--- config.mk ---
export PLATFORM = sky130hd
export DESIGN_NAME = pfx_scan
export DESIGN_NICKNAME = d
export VERILOG_FILES = /design/src/rtl/pfx_pkg.sv /design/src/rtl/pfx_classify.sv /design/src/rtl/pfx_accum.sv /design/src/rtl/pfx_vecload.sv /design/src/rtl/pfx_scan.sv
export SDC_FILE = /design/constraint.sdc
export NUM_CORES = 1
export LEC_CHECK = 0
export BUFFER_PORTS_ARGS = -buffer_cell sky130_fd_sc_hd__buf_2
export CORE_UTILIZATION = 55
export DETAILED_ROUTE_END_ITERATION = 16
export PLACE_DENSITY = 0.81
export SYNTH_ARGS = -nofsm -noshare
export SYNTH_HDL_FRONTEND = slang
export SYNTH_HIERARCHICAL = 1
export SYNTH_SLANG_ARGS = --single-unit
--- constraint.sdc ---
create_clock -name clk -period 5.51 [get_ports clk]
set_clock_uncertainty 0.05 [all_clocks]
set_input_delay 1.102 -clock clk [delete_from_list [all_inputs] [get_ports clk]]
set_output_delay 1.102 -clock clk [all_outputs]
set_load 0.02 [all_outputs]
--- src/rtl/pfx_pkg.sv ---
package pfx_pkg;

   localparam logic [7:0] B_OSZ    = 8'h66;
   localparam logic [7:0] B_REPNE  = 8'hF2;
   localparam logic [7:0] B_REPE   = 8'hF3;
   localparam logic [7:0] CLS_NONE = 8'h00;

   localparam int NUM_SEG = 6;
   localparam logic [NUM_SEG*8-1:0] SEG_CODES = {8'h65, 8'h64, 8'h3E, 8'h36, 8'h2E, 8'h26};

   typedef enum logic [1:0] {K_OPC, K_OSZ, K_REP, K_SEG} kind_e;

   typedef enum logic {S_SCAN, S_ESC} scan_st_e;

   typedef struct packed {
      logic       osz;
      logic [7:0] rep;
      logic [7:0] cls;
      logic       seg_f;
      logic [7:0] seg_b;
   } acc_t;

   localparam acc_t ACC_CLR = '{osz: 1'b0, rep: 8'h00, cls: 8'h00, seg_f: 1'b0, seg_b: 8'h00};

endpackage

--- src/rtl/pfx_classify.sv ---
module pfx_classify
   import pfx_pkg::*;
(
   input  logic [7:0] byte_i,
   output kind_e      kind_o
);

   logic [NUM_SEG-1:0] seg_hit;

   for (genvar g = 0; g < NUM_SEG; g++) begin : g_seg
      assign seg_hit[g] = (byte_i == SEG_CODES[g*8 +: 8]);
   end

   always_comb begin
      if (byte_i == B_OSZ)                             kind_o = K_OSZ;
      else if (byte_i == B_REPNE || byte_i == B_REPE)  kind_o = K_REP;
      else if (|seg_hit)                               kind_o = K_SEG;
      else                                             kind_o = K_OPC;
   end

endmodule

--- src/rtl/pfx_accum.sv ---
module pfx_accum
   import pfx_pkg::*;
#(
   parameter  int MAX_PFX = 14,
   localparam int CNT_W   = $clog2(MAX_PFX + 1)
) (
   input  logic       clk,
   input  logic       rst_n,
   input  logic       take_i,
   input  logic       clr_i,
   input  kind_e      kind_i,
   input  logic [7:0] byte_i,
   output acc_t       acc_o,
   output logic       full_o
);

   logic [CNT_W-1:0] cnt_q;
   acc_t             acc_q, acc_d;

   // repeat bytes always take the class; 66 only fills an empty class
   always_comb begin
      acc_d = acc_q;
      unique case (kind_i)
         K_OSZ: begin
            acc_d.osz = 1'b1;
            if (acc_q.cls == CLS_NONE) acc_d.cls = B_OSZ;
         end
         K_REP: begin
            acc_d.rep = byte_i;
            acc_d.cls = byte_i;
         end
         K_SEG: begin
            acc_d.seg_f = 1'b1;
            acc_d.seg_b = byte_i;
         end
         default: ;
      endcase
   end

   always_ff @(posedge clk) begin
      if (!rst_n || clr_i) begin
         acc_q <= ACC_CLR;
         cnt_q <= '0;
      end else if (take_i) begin
         acc_q <= acc_d;
         cnt_q <= cnt_q + 1'b1;
      end
   end

   assign acc_o  = acc_q;
   assign full_o = (cnt_q == CNT_W'(MAX_PFX));

endmodule

--- src/rtl/pfx_vecload.sv ---
module pfx_vecload
   import pfx_pkg::*;
#(
   parameter logic [7:0] ESC_BYTE = 8'h0F,
   parameter logic [7:0] VLOAD_OP = 8'h6F
) (
   input  logic [7:0] opc_i,
   input  logic [7:0] esc_i,
   input  logic [7:0] cls_i,
   output logic       algn_o,
   output logic       unal_o
);

   logic hit;

   assign hit    = (opc_i == ESC_BYTE) && (esc_i == VLOAD_OP);
   assign algn_o = hit && (cls_i == B_OSZ);
   assign unal_o = hit && (cls_i == B_REPE);

endmodule

--- src/rtl/pfx_scan.sv ---
module pfx_scan
   import pfx_pkg::*;
#(
   parameter  int         MAX_PFX     = 14,
   parameter  bit         CAPTURE_ESC = 1'b1,
   parameter  logic [7:0] ESC_BYTE    = 8'h0F,
   parameter  logic [7:0] VLOAD_OP    = 8'h6F,
   parameter  int         SHORT_SZ    = 2,
   parameter  int         LONG_SZ     = 4,
   localparam int         SZ_W        = $clog2(LONG_SZ + 1)
) (
   input  logic            clk,
   input  logic            rst_n,
   input  logic            cfg_op4,
   input  logic            in_valid,
   output logic            in_ready,
   input  logic [7:0]      in_byte,
   output logic            out_valid,
   input  logic            out_ready,
   output logic [SZ_W-1:0] out_opsize,
   output logic [7:0]      out_rep,
   output logic [7:0]      out_class,
   output logic            out_seg_ovr,
   output logic [7:0]      out_seg,
   output logic [7:0]      out_opcode,
   output logic [7:0]      out_esc2,
   output logic            out_vload_aligned,
   output logic            out_vload_unaligned,
   output logic            out_fault
);

   if (MAX_PFX < 1 || MAX_PFX > 255) begin : g_bad_max
      $error("pfx_scan: MAX_PFX must lie in 1..255");
   end
   if (SHORT_SZ == LONG_SZ || SHORT_SZ < 1 || SHORT_SZ > LONG_SZ) begin : g_bad_sz
      $error("pfx_scan: SHORT_SZ must be positive and below LONG_SZ");
   end

   scan_st_e         st_q;
   kind_e            kind;
   acc_t             acc;
   logic             full, accept, is_pfx;
   logic             take, finish, fault_fin, to_esc;
   logic [SZ_W-1:0]  base_sz, alt_sz;

   logic             vld_q, fault_q, segf_q;
   logic [7:0]       opc_q, esc_q, cls_q, rep_q, segb_q;
   logic [SZ_W-1:0]  size_q;

   assign in_ready = ~vld_q;
   assign accept   = in_valid & in_ready;
   assign is_pfx   = (kind != K_OPC);
   assign base_sz  = cfg_op4 ? SZ_W'(LONG_SZ)  : SZ_W'(SHORT_SZ);
   assign alt_sz   = cfg_op4 ? SZ_W'(SHORT_SZ) : SZ_W'(LONG_SZ);

   pfx_classify u_cls (
      .byte_i (in_byte),
      .kind_o (kind)
   );

   pfx_accum #(.MAX_PFX(MAX_PFX)) u_acc (
      .clk    (clk),
      .rst_n  (rst_n),
      .take_i (take),
      .clr_i  (finish),
      .kind_i (kind),
      .byte_i (in_byte),
      .acc_o  (acc),
      .full_o (full)
   );

   always_comb begin
      take      = 1'b0;
      finish    = 1'b0;
      fault_fin = 1'b0;
      to_esc    = 1'b0;
      if (accept) begin
         if (st_q == S_ESC) begin
            finish = 1'b1;
         end else if (is_pfx) begin
            if (full) begin
               finish    = 1'b1;
               fault_fin = 1'b1;
            end else begin
               take = 1'b1;
            end
         end else if (CAPTURE_ESC && in_byte == ESC_BYTE) begin
            to_esc = 1'b1;
         end else begin
            finish = 1'b1;
         end
      end
   end

   always_ff @(posedge clk) begin
      if (!rst_n) begin
         st_q    <= S_SCAN;
         vld_q   <= 1'b0;
         fault_q <= 1'b0;
         opc_q   <= 8'h00;
         esc_q   <= 8'h00;
         cls_q   <= 8'h00;
         rep_q   <= 8'h00;
         segf_q  <= 1'b0;
         segb_q  <= 8'h00;
         size_q  <= '0;
      end else begin
         if (to_esc)      st_q <= S_ESC;
         else if (finish) st_q <= S_SCAN;

         if (finish) begin
            vld_q   <= 1'b1;
            fault_q <= fault_fin;
            opc_q   <= (st_q == S_ESC) ? ESC_BYTE : in_byte;
            esc_q   <= (st_q == S_ESC) ? in_byte  : 8'h00;
            cls_q   <= acc.cls;
            rep_q   <= acc.rep;
            segf_q  <= acc.seg_f;
            segb_q  <= acc.seg_b;
            size_q  <= acc.osz ? alt_sz : base_sz;
         end else if (vld_q && out_ready) begin
            vld_q <= 1'b0;
         end
      end
   end

   if (CAPTURE_ESC) begin : g_vload
      pfx_vecload #(.ESC_BYTE(ESC_BYTE), .VLOAD_OP(VLOAD_OP)) u_vl (
         .opc_i  (opc_q),
         .esc_i  (esc_q),
         .cls_i  (cls_q),
         .algn_o (out_vload_aligned),
         .unal_o (out_vload_unaligned)
      );
   end else begin : g_no_vload
      assign out_vload_aligned   = 1'b0;
      assign out_vload_unaligned = 1'b0;
   end

   assign out_valid   = vld_q;
   assign out_fault   = fault_q;
   assign out_opcode  = opc_q;
   assign out_esc2    = esc_q;
   assign out_class   = cls_q;
   assign out_rep     = rep_q;
   assign out_seg_ovr = segf_q;
   assign out_seg     = segb_q;
   assign out_opsize  = size_q;

endmodule

# Word-level counts from Yosys, hierarchy flattened
# Index checks and enable logic that the tools add are counted.
# op_classes
addsub	1
n_eq_ne	19
muxes	30
bitwise	2
reduce_logical	17
# op_table
operator	n
$eq 8x7->1 const B	5
$eq 8x6->1 const B	4
$eq 8x8->1 const B	3
$mux 8	3
$mux 1	20
$eq 8x4->1 const B	2
$pmux 8 s2	1
$mux 3	3
$logic_not 8->1	1
$reduce_bool 2->1	4
$mux 2	3
$reduce_and 2->1	3
$reduce_or 6->1	1
$add 4x1->4 const B	1
$eq 2x2->1 const B	2
$eq 4x4->1 const B	1
$logic_and 1x1->1	4
$reduce_and 3->1	1
$eq 2x1->1 const B	1
$logic_or 1x1->1	2
$ne 2x1->1 const B	1
$and 1x1->1	1
$logic_not 1->1	1
$not 1->1	1
# word_totals
reg_bits	77
in_bits	13
out_inout_bits	49
elab_cells	85

# Depth between registers and ports, before layout
# Gate-level depths: netlist of run 1.
# logic_depth
word_depth	11
depth_mapped	12
ltp_nobuf	10

# Cells and area by module
# Netlist of run 1, hierarchy kept.
# modules_own_cells
mod	instances	cells_per_inst	area_per_inst_um2	seq_area_each_um2
pfx_scan	1	220	1881.8	920.9
pfx_accum	1	125	1109.8	600.6
pfx_vecload	1	11	100.1	0.0
pfx_classify	1	11	71.3	0.0

# Worst setup path after synthesis of run 1
# No wires, ideal clock.
# synth_path
path_type	input to register
start	input port in_byte[7]
end	register u_acc.acc_q, in the netlist u_acc/acc_o[13]
setup_ps	132
arrival_time_ps	3652
required_time_ps	5328
path_slack_ps	1676
stages	11
path_buffers	2
cell_sequence	nand3b_1 o41ai_1 nor2_1 nor2_1 nand2_1 nor2_1 clkbuf_1 nand3b_1 clkbuf_1 nand2_1 a21oi_1
# synth_between
elab_chain_len	10
elab_cells_between_ends	30
classes_between	eq/ne: 13; mux: 11; reduce/logical: 6
# synth_lines
element	line	source
start, declared	pfx_scan.sv:17	input logic [7:0] in_byte,
$eq 8x6->1 or $eq 8x7->1 (tied branches)	pfx_classify.sv:11	assign seg_hit[g] = (byte_i == SEG_CODES[g*8 +: 8]);
$reduce_or 6->1	pfx_classify.sv:17	else if (|seg_hit) kind_o = K_SEG;
$mux 2	pfx_classify.sv:17	
$mux 2	pfx_classify.sv:16	else if (byte_i == B_REPNE || byte_i == B_REPE) kind_o = K_REP;
$mux 2 (*)	pfx_classify.sv:15	if (byte_i == B_OSZ) kind_o = K_OSZ;
via kind[1]	pfx_scan.sv:40	kind_e kind;
$reduce_bool 2->1 (*)	pfx_scan.sv:52	assign is_pfx = (kind != K_OPC);
$mux 1 (*)	pfx_scan.sv:80	end else if (is_pfx) begin
$mux 1 (*)	pfx_scan.sv:78	if (st_q == S_ESC) begin
$mux 1 (*)	pfx_scan.sv:77	if (accept) begin
via take	pfx_scan.sv:43	logic take, finish, fault_fin, to_esc;
$reduce_and 3->1 (no source line) (*)	--	
end signal, assigned	pfx_accum.sv:42	acc_q <= ACC_CLR;
end signal, assigned	pfx_accum.sv:45	acc_q <= acc_d;
end, declared	pfx_accum.sv:18	acc_t acc_q, acc_d;
# The timed path passes the listed nets; every way through them passes the cells marked *.
# A chain may end at the register's enable or synchronous reset.

# Worst setup path after layout of run 1
# layout_path
start	input port in_byte[1]
end	register u_acc.cnt_q[1]
# layout_between
elab_chain_len	10
elab_cells_between_ends	24
classes_between	eq/ne: 10; mux: 10; reduce/logical: 4
# layout_lines
element	line	source
$eq 8x6->1 or $eq 8x7->1 (tied branches)	pfx_classify.sv:11	
$reduce_or 6->1	pfx_classify.sv:17	
$mux 2	pfx_classify.sv:17	
$mux 2	pfx_classify.sv:16	
$mux 2 (*)	pfx_classify.sv:15	
via kind[1]	pfx_scan.sv:40	
$reduce_bool 2->1 (*)	pfx_scan.sv:52	
$mux 1	pfx_scan.sv:80	
$mux 1	pfx_scan.sv:78	
$mux 1	pfx_scan.sv:77	
$logic_or 1x1->1	pfx_accum.sv:41	if (!rst_n || clr_i) begin
end signal, assigned	pfx_accum.sv:46	cnt_q <= cnt_q + 1'b1;
end, declared	pfx_accum.sv:17	logic [CNT_W-1:0] cnt_q;
# Marks and branches as above.

==> results by group, run 1 <==
Global route
  • GRT Max-Usage Layer: met2
  • Met2 Use GR: 0.449
  • Initial antenna violation count: 0
  • First-pass GRT wire length: 12900 µm
  • Global Route met1 Usage: 0.351
  • Global route overflow: 0
  • M3 GR Usage: 0.0471
  • Vias in the first global route: 2626
  • Total track usage: 0.273
  • Largest net degree at the start of global routing: 36

Die
  • Core area: 5540 µm²
  • Ports: 62
  • Initial core utilization: 0.571
  • # rows: 27
  • Die extent in y: 77.8 µm
  • Die area: 6060 µm²
  • Die Wd: 77.8 µm

Drt
  • Via count: 2886
  • DRT Wirelength: 7830 µm
  • First-iteration detailed-routing DRC count: 202
  • Wire length per cell: 16.0 µm
  • Via/cell ratio: 5.89
  • TritonRoute pass-1 iters: 5
  • DR DRC count: 0
  • Final ANT Viol Nets: 0

Clock network
  • Clk pin slew, worst setup/hold paths: 80 ps
  • Post-CTS setup buffers: 0
  • H-tree levels: 3
  • CTS buffer count: 9
  • CTS root buf: clkbuf_8
  • TritonCTS clock tree: done
  • CTS Sinks: 76
  • Max clock buf depth: 2
  • Post-cts resize count: 0
  • CTS Hold Bufs: 0
  • Worst-Skew Late Latency: 340 ps

Timing
  • Worst-margin pin slew: 1120 ps
  • Fmax achieved: 245 MHz
  • Fin. Hold Viols: 0
  • Slew HR: 0.252
  • RSZ-0062 raised after global routing: false
  • Setup violators final: 0
  • Fin. max-slew vios: 0
  • Crit path time final: 4080 ps
  • Setup TNS: 0 ps
  • Fin crit share: 0.740

Setup path
  • Reg2reg start: st_q
  • Critical path type: in -> reg
  • WP data required: 5660 ps
  • CP startpoint: in_byte[1]
  • Worst EP arrival: 4230 ps
  • CP max FO: 33
  • Startpoint types: input port
  • Worst Setup End Kind: flip-flop

Pwr
  • PwrDens: 306 nW/µm²
  • Total power: 1130 µW
  • Peak supply drop: 0.233 mV
  • Leakage power: 0.00143 µW

Layout
  • Commonest non-fill, non-tap cell in the layout: dfxtp_1
  • Layout area overhead: 16.9%
  • ANT cells: 0
  • Non-Filler Instances: 490
  • Most frequent cells in the layout: dfxtp_1 (76), buf_2 (60), a21oi_1 (55)
  • Nets: 428
  • Share of layout cells above drive strength 1: 0.225
  • Post-route cell area: 3700 µm²

Synth
  • Synth warnings: 6
  • Avg Inst Size Synth: 8.62 µm²
  • Sequential share of the synthesized area: 0.481
  • Adder-cell area share of the yosys netlist: 0.00791
  • Synth Register Bits: 76
  • Synth Area in XOR/XNOR: 0.0111
  • Mapped Nets: 382
  • Yosys cell types: 51
  • Complex-gate fraction of the synthesized area: 0.203
  • Mux contribution to synthesized area: 0.0222
  • Largest family of logic cells by synthesized area: simple AND/OR/NAND/NOR gates
  • Post-Syn Area: 3160 µm²
  • Simple-gate share of the synthesized area: 0.225
  • Mapped Cells: 367

Worst hold path
  • Tightest Hold Check Type: reg -> reg
  • Critical hold path startpoint: u_acc/acc_o[5]

Placement
  • Inst Count DP: 474
  • Post-DP HPWL: 5250 µm
  • Buffers on Ports: 60
  • Placer's final routability congestion estimate: 0.840
  • Dpl cell area: 3460 µm²

Flow run
  • Max-Cap Viols: 0

Status
  • Status: complete, no violations
-- per-layer routing --
| layer | vias up | routed length (µm) |
|---|---|---|
| met2 | 101 | 3690 |
| met3 | 13 | 351 |
| li1 | 1395 | - |
| met4 | 0 | 121 |
| met5 | - | 0 |
| met1 | 1377 | 3670 |
-- through the flow --
stage,setup WS [ps],util,hold slack (ps)
floorplan,1680,-,387
CTS,1470,0.668,412
global placement,1200,0.625,398
global route,1270,0.668,431
finish,1430,0.668,412
detailed placement,1110,0.625,400
-- synth_stat cells (all sizes together) --
library cell | n | area share
or4b | 2 | 0.0075
xor2 | 2 | 0.0055
o21a | 2 | 0.0047
nor4 | 1 | 0.0040
nand3 | 36 | 0.057
nor4bb | 1 | 0.0032
xnor2 | 2 | 0.0055
nor3 | 2 | 0.0047
and4bb | 2 | 0.0079
nand2b | 1 | 0.0020
and4 | 2 | 0.0055
o211a | 1 | 0.0032
inv | 3 | 0.0036
nand4b | 5 | 0.014
clkbuf | 21 | 0.026
o31a | 1 | 0.0028
mux2i | 7 | 0.022
o22ai | 1 | 0.0020
conb | 1 | 0.0012
o211ai | 1 | 0.0024
buf | 9 | 0.018
nor2 | 19 | 0.025
nor2b | 2 | 0.0040
and3 | 2 | 0.0040
dfxtp | 76 | 0.48
o41ai | 2 | 0.011
o221a | 4 | 0.014
and4b | 2 | 0.0063
a211o | 1 | 0.0028
o21ai | 33 | 0.052
nand4 | 2 | 0.0040
or4 | 2 | 0.0059
nand2 | 51 | 0.061
ha | 2 | 0.0079
nand3b | 3 | 0.0071
and3b | 1 | 0.0028
a21oi | 55 | 0.087
clkinv | 1 | 0.0012
o31ai | 2 | 0.0063
a211oi | 4 | 0.014
-- worst max-delay path, cell delays in order --
cell and delay, ps:
buf_2 170, or4b_1 530, a211o_1 310, o41ai_1 100, buf_4 250, nor4_2 60
and4_1 600, nor2_4 570, nand2b_1 180, buf_4 270, a211oi_1 80
-- sequential cells by signal (all words and copies together), names as in the netlist --
signal	count
out_seg_ovr	1
out_fault	1
out_esc2	8
out_seg	8
st_q	1
out_valid	1
out_opsize	2
out_opcode	8
out_class	8
u_acc/acc_o	26
u_acc/cnt_q	4
out_rep	8
-- final cells by class --
type                            instances  area [µm²]
Sequential cell                        76        1520
Tap cell                               72        90.1
Fill cell                             454        1840
Inverter                                4        15.0
Clock inverter                          3        67.6
Timing Repair Buffer                   65         338
Multi-Input combinational cell        257        1500
Clock buffer                           13         169
-- cell families after synthesis --
kind of cell | after synthesis
xor gates and xnor gates | 4
muxes | 7
AOI/OAI and AO/OA | 107
DFF | 76
other | 1
buffers and inverters | 34
adders and majority gates | 2
and+or+nand+nor | 136
-- power by group --
part | switching (µW) | leakage, µW | total (µW) | internal (µW)
Sequential | 5.15 | 0.000614 | 561 | 556
Clock | 194 | 0.000116 | 486 | 292
Combinational | 61.1 | 0.000702 | 85.6 | 24.5
Total | 260 | 0.00143 | 1130 | 873
-- worst paths after layout --
kind / to / slack [ps] / cells past startpoint
setup / recovery: u_acc/cnt_q[1] / 1430 / 11
setup reg to reg: u_acc/cnt_q[1] / 2430 / 6
hold reg to reg: u_acc/acc_o[5] / 410 / 2
hold / removal: u_acc/acc_o[5] / 410 / 2
Power figures use the tool's default switching activity.
==> run 2, diff against run 1 <==
--- a/config.mk
+++ b/config.mk
@@ -5,10 +5,11 @@
 export SDC_FILE = /design/constraint.sdc
 export NUM_CORES = 1
 export LEC_CHECK = 0
+export ABC_AREA = 1
 export BUFFER_PORTS_ARGS = -buffer_cell sky130_fd_sc_hd__buf_2
 export CORE_UTILIZATION = 55
 export DETAILED_ROUTE_END_ITERATION = 16
-export PLACE_DENSITY = 0.81
+export PLACE_DENSITY = 0.79
 export SYNTH_ARGS = -nofsm -noshare
 export SYNTH_HDL_FRONTEND = slang
 export SYNTH_HIERARCHICAL = 1
==> constraint.sdc (replaced) <==
create_clock -name clk -period 4.25 [get_ports clk]
set_clock_uncertainty 0.05 [all_clocks]
set_input_delay 0.85 -clock clk [delete_from_list [all_inputs] [get_ports clk]]
set_output_delay 0.85 -clock clk [all_outputs]
set_load 0.02 [all_outputs]
==> results by group, run 2 <==
Timing
  • Fin crit share: 0.708
  • Worst-margin pin slew: 534 ps (-587 ps)
  • Fmax achieved: 333 MHz
  • RSZ-0062 raised after global routing: false
  • Crit path time final: 3010 ps
  • Fin. Hold Viols: 0 (unchanged)
  • Slew HR: 0.643 (+0.391)
  • Setup violators final: 0 (unchanged)
  • Fin. max-slew vios: 0 (unchanged)
  • Setup TNS: 0 ps (unchanged)

Pwr
  • Sequential fraction of design power: 0.505 (+0.010)
  • PwrDens: 380 nW/µm² (+24%)
  • Peak supply drop: 0.276 mV (+19%)
  • Combinational share of power: 0.154 (+0.078)
  • Net Sw Power: 483 µW (+86%)
  • Clock share of power: 0.340 (-0.089)
  • Switching share of power: 0.317 (+0.0870)
  • Leakage power: 0.00203 µW (+42%)
  • Internal: 1040 µW (+19%)

Clock network
  • CTS root buf: clkbuf_8
  • Worst-Skew Late Latency: 360 ps (+20 ps)
  • CTS Hold Bufs: 0 (unchanged)
  • CTS buffer count: 9 (unchanged)
  • CTS Sinks: 76 (unchanged)
  • Post-cts resize count: 0 (unchanged)
  • Clk pin slew, worst setup/hold paths: 90 ps (about the same)
  • TritonCTS clock tree: done
  • Post-CTS setup buffers: 0 (unchanged)
  • H-tree levels: 3 (unchanged)
  • Max clock buf depth: 2 (unchanged)

Global route
  • Initial antenna violation count: 0 (unchanged)
  • Largest net degree at the start of global routing: 46 (+28%)
  • Vias in the first global route: 2706 (+3.0%)
  • Global route overflow: 0 (unchanged)
  • Total track usage: 0.235 (-0.0376)
  • First-pass GRT wire length: 12200 µm (-5.7%)

Synth
  • Yosys cell types: 29 (-43%)
  • Number of synthesized flops with an enable pin: 0 (unchanged)
  • Post-Syn Area: 3590 µm² (+13%)
  • Yosys top cell area share: 0.424 (-0.0567)
  • Cell taking the most area after synthesis: dfxtp_1
  • Top post-synthesis cells by area: dfxtp_1 (42%), nor2_1 (13%), nand2_1 (11%)
  • Synth Register Bits: 76 (unchanged)
  • Top-count cell post-synth: nor2_1
  • Mapped Cells: 521 (+42%)
  • Synth warnings: 6 (unchanged)
  • Post-synth top cells: nor2_1 (127), nand2_1 (108), dfxtp_1 (76)
  • Ys async rst share: 0 (unchanged)
  • Mapped Nets: 536 (+40%)
  • Avg Inst Size Synth: 6.88 µm² (-20%)
  • Main flop type after synthesis: dfxtp_1
  • Sequential share of the synthesized area: 0.424 (-0.0567)

Setup path
  • Critical path type: in -> reg
  • CP startpoint: in_byte[7]
  • Worst Setup End Kind: flip-flop
  • Startpoint types: input port
  • Worst EP arrival: 3270 ps (-960 ps)
  • WP data required: 4510 ps (-1150 ps)
  • CP max FO: 42 (+27%)
  • Reg2reg start: u_acc/cnt_q[0]

Status
  • Status: complete, no violations

Flow run
  • Max-Cap Viols: 0 (unchanged)

Layout
  • Nets: 585 (+37%)
  • ANT cells: 0 (unchanged)
  • Commonest non-fill, non-tap cell in the layout: nor2_1
  • Most frequent cells in the layout: nor2_1 (127), nand2_1 (108), dfxtp_1 (76)
  • Share of layout cells above drive strength 1: 0.176 (-0.0492)
  • Max FFs per register: 26 (unchanged)
  • Non-Filler Instances: 652 (+33%)
  • Fillers: 588 (+30%)
  • Post-layout util: 0.636 (-0.0316)
  • Layout area overhead: 12.0%

Drt
  • Final ANT Viol Nets: 0 (unchanged)
  • DRT Wirelength: 7540 µm (-3.7%)
  • Via count: 3194 (+11%)
  • Via/cell ratio: 4.90 (-17%)
  • TritonRoute pass-1 iters: 5 (unchanged)
  • DR DRC count: 0 (unchanged)
  • First-iteration detailed-routing DRC count: 188 (-6.9%)
  • Wire length per cell: 11.6 µm (-28%)

Worst hold path
  • Critical hold path startpoint: u_acc/acc_o[1]
  • Tightest Hold Check Type: reg -> reg

Die
  • Die extent in y: 82.7 µm (+6.3%)
  • Ports: 62 (unchanged)
  • Initial core utilization: 0.568 (-0.00294)
  • Die area: 6850 µm² (+13%)
  • Core area: 6310 µm² (+14%)
  • Die Wd: 82.7 µm (+6.3%)
  • # rows: 29 (+7.4%)

Placement
  • Buffers on Ports: 60 (unchanged)
  • Placer's final routability congestion estimate: 0.822 (-2.0%)
  • Post-DP HPWL: 5150 µm (-2.0%)
  • Inst Count DP: 636 (+34%)
-- run 2: cell types whose count changed after synthesis, moves of 11 or more --
cell,previous run,this run
nand3_1,36,25
nand3b_1,3,27
nand2_1,51,108
a21oi_1,55,23
inv_1,3,62
o21ai_0,29,11
nor2_1,18,127
clkbuf_1,19,5
-- run 2: path summary, 6_finish.rpt --
check / endpoint / slack, ps / depth (start not counted)
hold / removal: u_acc/acc_o[1] / 390 / 2
setup reg to reg: u_acc/acc_o[23] / 1810 / 14
hold reg to reg: u_acc/acc_o[1] / 390 / 2
setup / recovery: u_acc/acc_o[23] / 1240 / 16
-- run 2: critical path, stage by stage --
cell and delay [ps]:
buf_2 170, inv_1 70, nand2_2 70, inv_1 40, nand3_1 70, nand3_1 200, inv_1 100, nand2_1 100
nor2_2 140, nand3_2 100, nand2_4 130, inv_4 160, nor2_4 340, inv_1 270, nor2_1 250, o21a_1 160
-- run 2: cell type report --
cell class / instances / area (µm²) / area share
Clock inverter: 7 / 58.8 / 0.0146
Clock buffer: 9 / 124 / 0.0309
Timing Repair Buffer: 64 / 330 / 0.0823
Inverter: 65 / 246 / 0.0614
Tap cell: 77 / 96.3 / 0.0240
Multi-Input combinational cell: 354 / 1640 / 0.408
Sequential cell: 76 / 1520 / 0.379
-- run 2: stage by stage --
step                instance area [µm²]  hold slack [ps]  setup slack (ps)  power [µW]
floorplan                          3590              368              1610         961
global placement                   3830              378               936        1020
detailed placement                 3830              382               939        1030
CTS                                4020              394              1300        1540
global route                       4020              410               993        1600
finish                             4020              393              1240        1530
-- run 2: logic make-up after synthesis --
family                     Yosys count  share of synthesized area
AOI/OAI and AO/OA                   39                     0.0576
xor gates and xnor gates             1                    0.00244
adders and majority gates            2                    0.00698
buffers and inverters               91                      0.119
DFF                                 76                      0.424
other                                1                    0.00105
and+or+nand+nor                    311                      0.389
-- run 2: layer usage --
metal  track usage  share of wire  routed length [µm]
met5             0              0                   0
met4        0.0931          0.013                  97
met3        0.0473          0.038                 286
met2         0.386           0.48                3640
met1         0.302           0.47                3510
-- run 2: power by group through the flow --
stage / clock, µW / sequential (µW) / combinational [µW]
after floorplan: 0 / 828 / 133
after global placement: 0 / 787 / 233
after detailed placement: 0 / 788 / 237
after CTS: 531 / 772 / 238
after global routing: 559 / 777 / 267
final: 519 / 771 / 236
==> run 3, diff against run 2 <==
--- a/config.mk
+++ b/config.mk
@@ -5,11 +5,11 @@
 export SDC_FILE = /design/constraint.sdc
 export NUM_CORES = 1
 export LEC_CHECK = 0
-export ABC_AREA = 1
+export ABC_AREA = 0
 export BUFFER_PORTS_ARGS = -buffer_cell sky130_fd_sc_hd__buf_2
-export CORE_UTILIZATION = 55
+export CORE_UTILIZATION = 49
 export DETAILED_ROUTE_END_ITERATION = 16
-export PLACE_DENSITY = 0.79
+export PLACE_DENSITY = 0.76
 export SYNTH_ARGS = -nofsm -noshare
 export SYNTH_HDL_FRONTEND = slang
 export SYNTH_HIERARCHICAL = 1
==> constraint.sdc (replaced) <==
create_clock -name clk -period 2.7 [get_ports clk]
set_clock_uncertainty 0.05 [all_clocks]
set_input_delay 0.54 -clock clk [delete_from_list [all_inputs] [get_ports clk]]
set_output_delay 0.54 -clock clk [all_outputs]
set_load 0.02 [all_outputs]
==> results by group, run 3 (same netlist as run 1, synthesis figures left out) <==
Status
  • Status: complete, no violations

Global route
  • Vias in the first global route: 2605 (-3.7%)
  • Initial antenna violation count: 0 (unchanged)
  • First-pass GRT wire length: 12900 µm (+6.2%)
  • Total track usage: 0.258 (+0.0222)
  • Global route overflow: 0 (unchanged)
  • Largest net degree at the start of global routing: 37 (-20%)

Die
  • Core area: 6060 µm² (-4.0%)
  • Ports: 62 (unchanged)
  • Die Wd: 82.3 µm (-0.48%)
  • Initial core utilization: 0.522 (-0.0461)
  • Die area: 6780 µm² (-0.96%)
  • # rows: 28 (-3.4%)
  • Die extent in y: 82.3 µm (-0.48%)

Setup path
  • Max stage delay on crit path: 520 ps (+180 ps)
  • Startpoint types: input port
  • Worst Setup End Kind: flip-flop
  • Worst EP arrival: 2710 ps (-560 ps)
  • CP cell instances: buf_2, or4b_1, a211o_1, o41ai_4, nor2_2, nor2_1, nand2_1, nor2_1, buf_4, nand2_1, o41ai_4, o221a_2
  • WP data required: 2950 ps (-1560 ps)
  • CP max stage cell: or4b_1
  • CP max FO: 6 (-86%)
  • Critical path type: in -> reg

Clock network
  • Max clock buf depth: 2 (unchanged)
  • Post-CTS setup buffers: 0 (unchanged)
  • Worst-Skew Late Latency: 350 ps (about the same)
  • Post-cts resize count: 0 (unchanged)
  • CTS buffer count: 9 (unchanged)
  • CTS Sinks: 76 (unchanged)
  • CTS Hold Bufs: 0 (unchanged)
  • Clk pin slew, worst setup/hold paths: 80 ps (about the same)
  • TritonCTS clock tree: done
  • H-tree levels: 3 (unchanged)
  • CTS root buf: clkbuf_8

Timing
  • Setup violators final: 0 (unchanged)
  • Slew HR: 0.501 (-0.142)
  • Fin crit share: 0.912
  • RSZ-0062 raised after global routing: false
  • Fin. max-slew vios: 0 (unchanged)
  • Fmax achieved: 406 MHz
  • Worst-margin pin slew: 747 ps (+213 ps)
  • Fin. Hold Viols: 0 (unchanged)
  • Crit path time final: 2460 ps
  • Slack of the critical path: 236 ps (-1010 ps)

Flow run
  • Max-Cap Viols: 0 (unchanged)

Drt
  • TritonRoute pass-1 iters: 4 (-1)
  • DRT Wirelength: 7980 µm (+5.8%)
  • First-iteration detailed-routing DRC count: 174 (-7.4%)
  • Via/cell ratio: 5.76 (+18%)
  • Final ANT Viol Nets: 0 (unchanged)
  • Wire length per cell: 15.5 µm (+34%)
  • DR DRC count: 0 (unchanged)
  • Via count: 2953 (-7.5%)

Layout
  • Most frequent cells in the layout: dfxtp_1 (76), buf_2 (60), a21oi_1 (52)
  • Layout area overhead: 23.9%
  • Nets: 448 (-23%)
  • ANT cells: 0 (unchanged)
  • Register area: 1520 µm² (unchanged)
  • Fillers: 519 (-12%)
  • Post-layout util: 0.646 (+0.0104)
  • Share of layout cells above drive strength 1: 0.276 (+0.101)
  • Multi-input gate area: 1540 µm² (-6.1%)
  • Max FFs per register: 26 (unchanged)
  • Commonest non-fill, non-tap cell in the layout: dfxtp_1

Placement
  • Post-DP HPWL: 5520 µm (+7.3%)
  • Post-place setup slack: -96.7 ps (-1040 ps)
  • Placer's final routability congestion estimate: 0.831 (+1.1%)
  • Buffers on Ports: 60 (unchanged)

Pwr
  • Peak supply drop: 0.364 mV (+32%)
  • PwrDens: 591 nW/µm² (+56%)
  • Leakage power: 0.00156 µW (-23%)

Worst hold path
  • Tightest Hold Check Type: reg -> reg
-- run 3: area by class of cell --
class | count | area share
clock inverters | 6 | 0.0220
well taps | 75 | 0.0240
flip-flops and latches | 76 | 0.388
inverters | 4 | 0.00383
multi-input cells | 257 | 0.393
repair buffers | 85 | 0.134
clock buffers | 10 | 0.0351
-- run 3: metrics by stage --
stage,std cells,hold slack (ps),TNS [ps],area [µm²],total power (µW)
finish,513,407,0,3920,2320
global route,513,419,0,3920,2400
CTS,513,409,0,3920,2330
detailed placement,497,398,-2610,3690,1380
global placement,497,391,-230,3690,1370
floorplan,367,383,-1550,3260,1300
-- run 3: worst max-delay path: cells and delay by family --
| kind | cells | cell delay, ps |
|---|---|---|
| AOI/OAI and AO/OA | 4 | 960 |
| and+or+nand+nor | 6 | 960 |
| buffers and inverters | 2 | 250 |
-- run 3: power breakdown --
part,internal (µW),switching [µW]
logic,74.9,133
clock network,545,420
registers,1130,9.30
-- run 3: worst paths after layout --
| path | from | to | slack, ps | cells after the start |
|---|---|---|---|---|
| setup / recovery | in_byte[1] | u_acc/acc_o[14] | 240 | 12 |
| hold / removal | u_acc/acc_o[6] | u_acc/acc_o[6] | 410 | 2 |
| setup reg to reg | st_q | u_acc/acc_o[14] | 590 | 8 |
| hold reg to reg | u_acc/acc_o[6] | u_acc/acc_o[6] | 410 | 2 |
-- run 3: per-layer routing --
layer,part of all wire,GRT usage,vias up,wire length [µm]
met5,0,0,-,0
li1,-,-,1432,-
met4,0.0080,0.116,0,64
met1,0.47,0.357,1420,3760
met2,0.46,0.388,95,3700
met3,0.056,0.0473,6,447
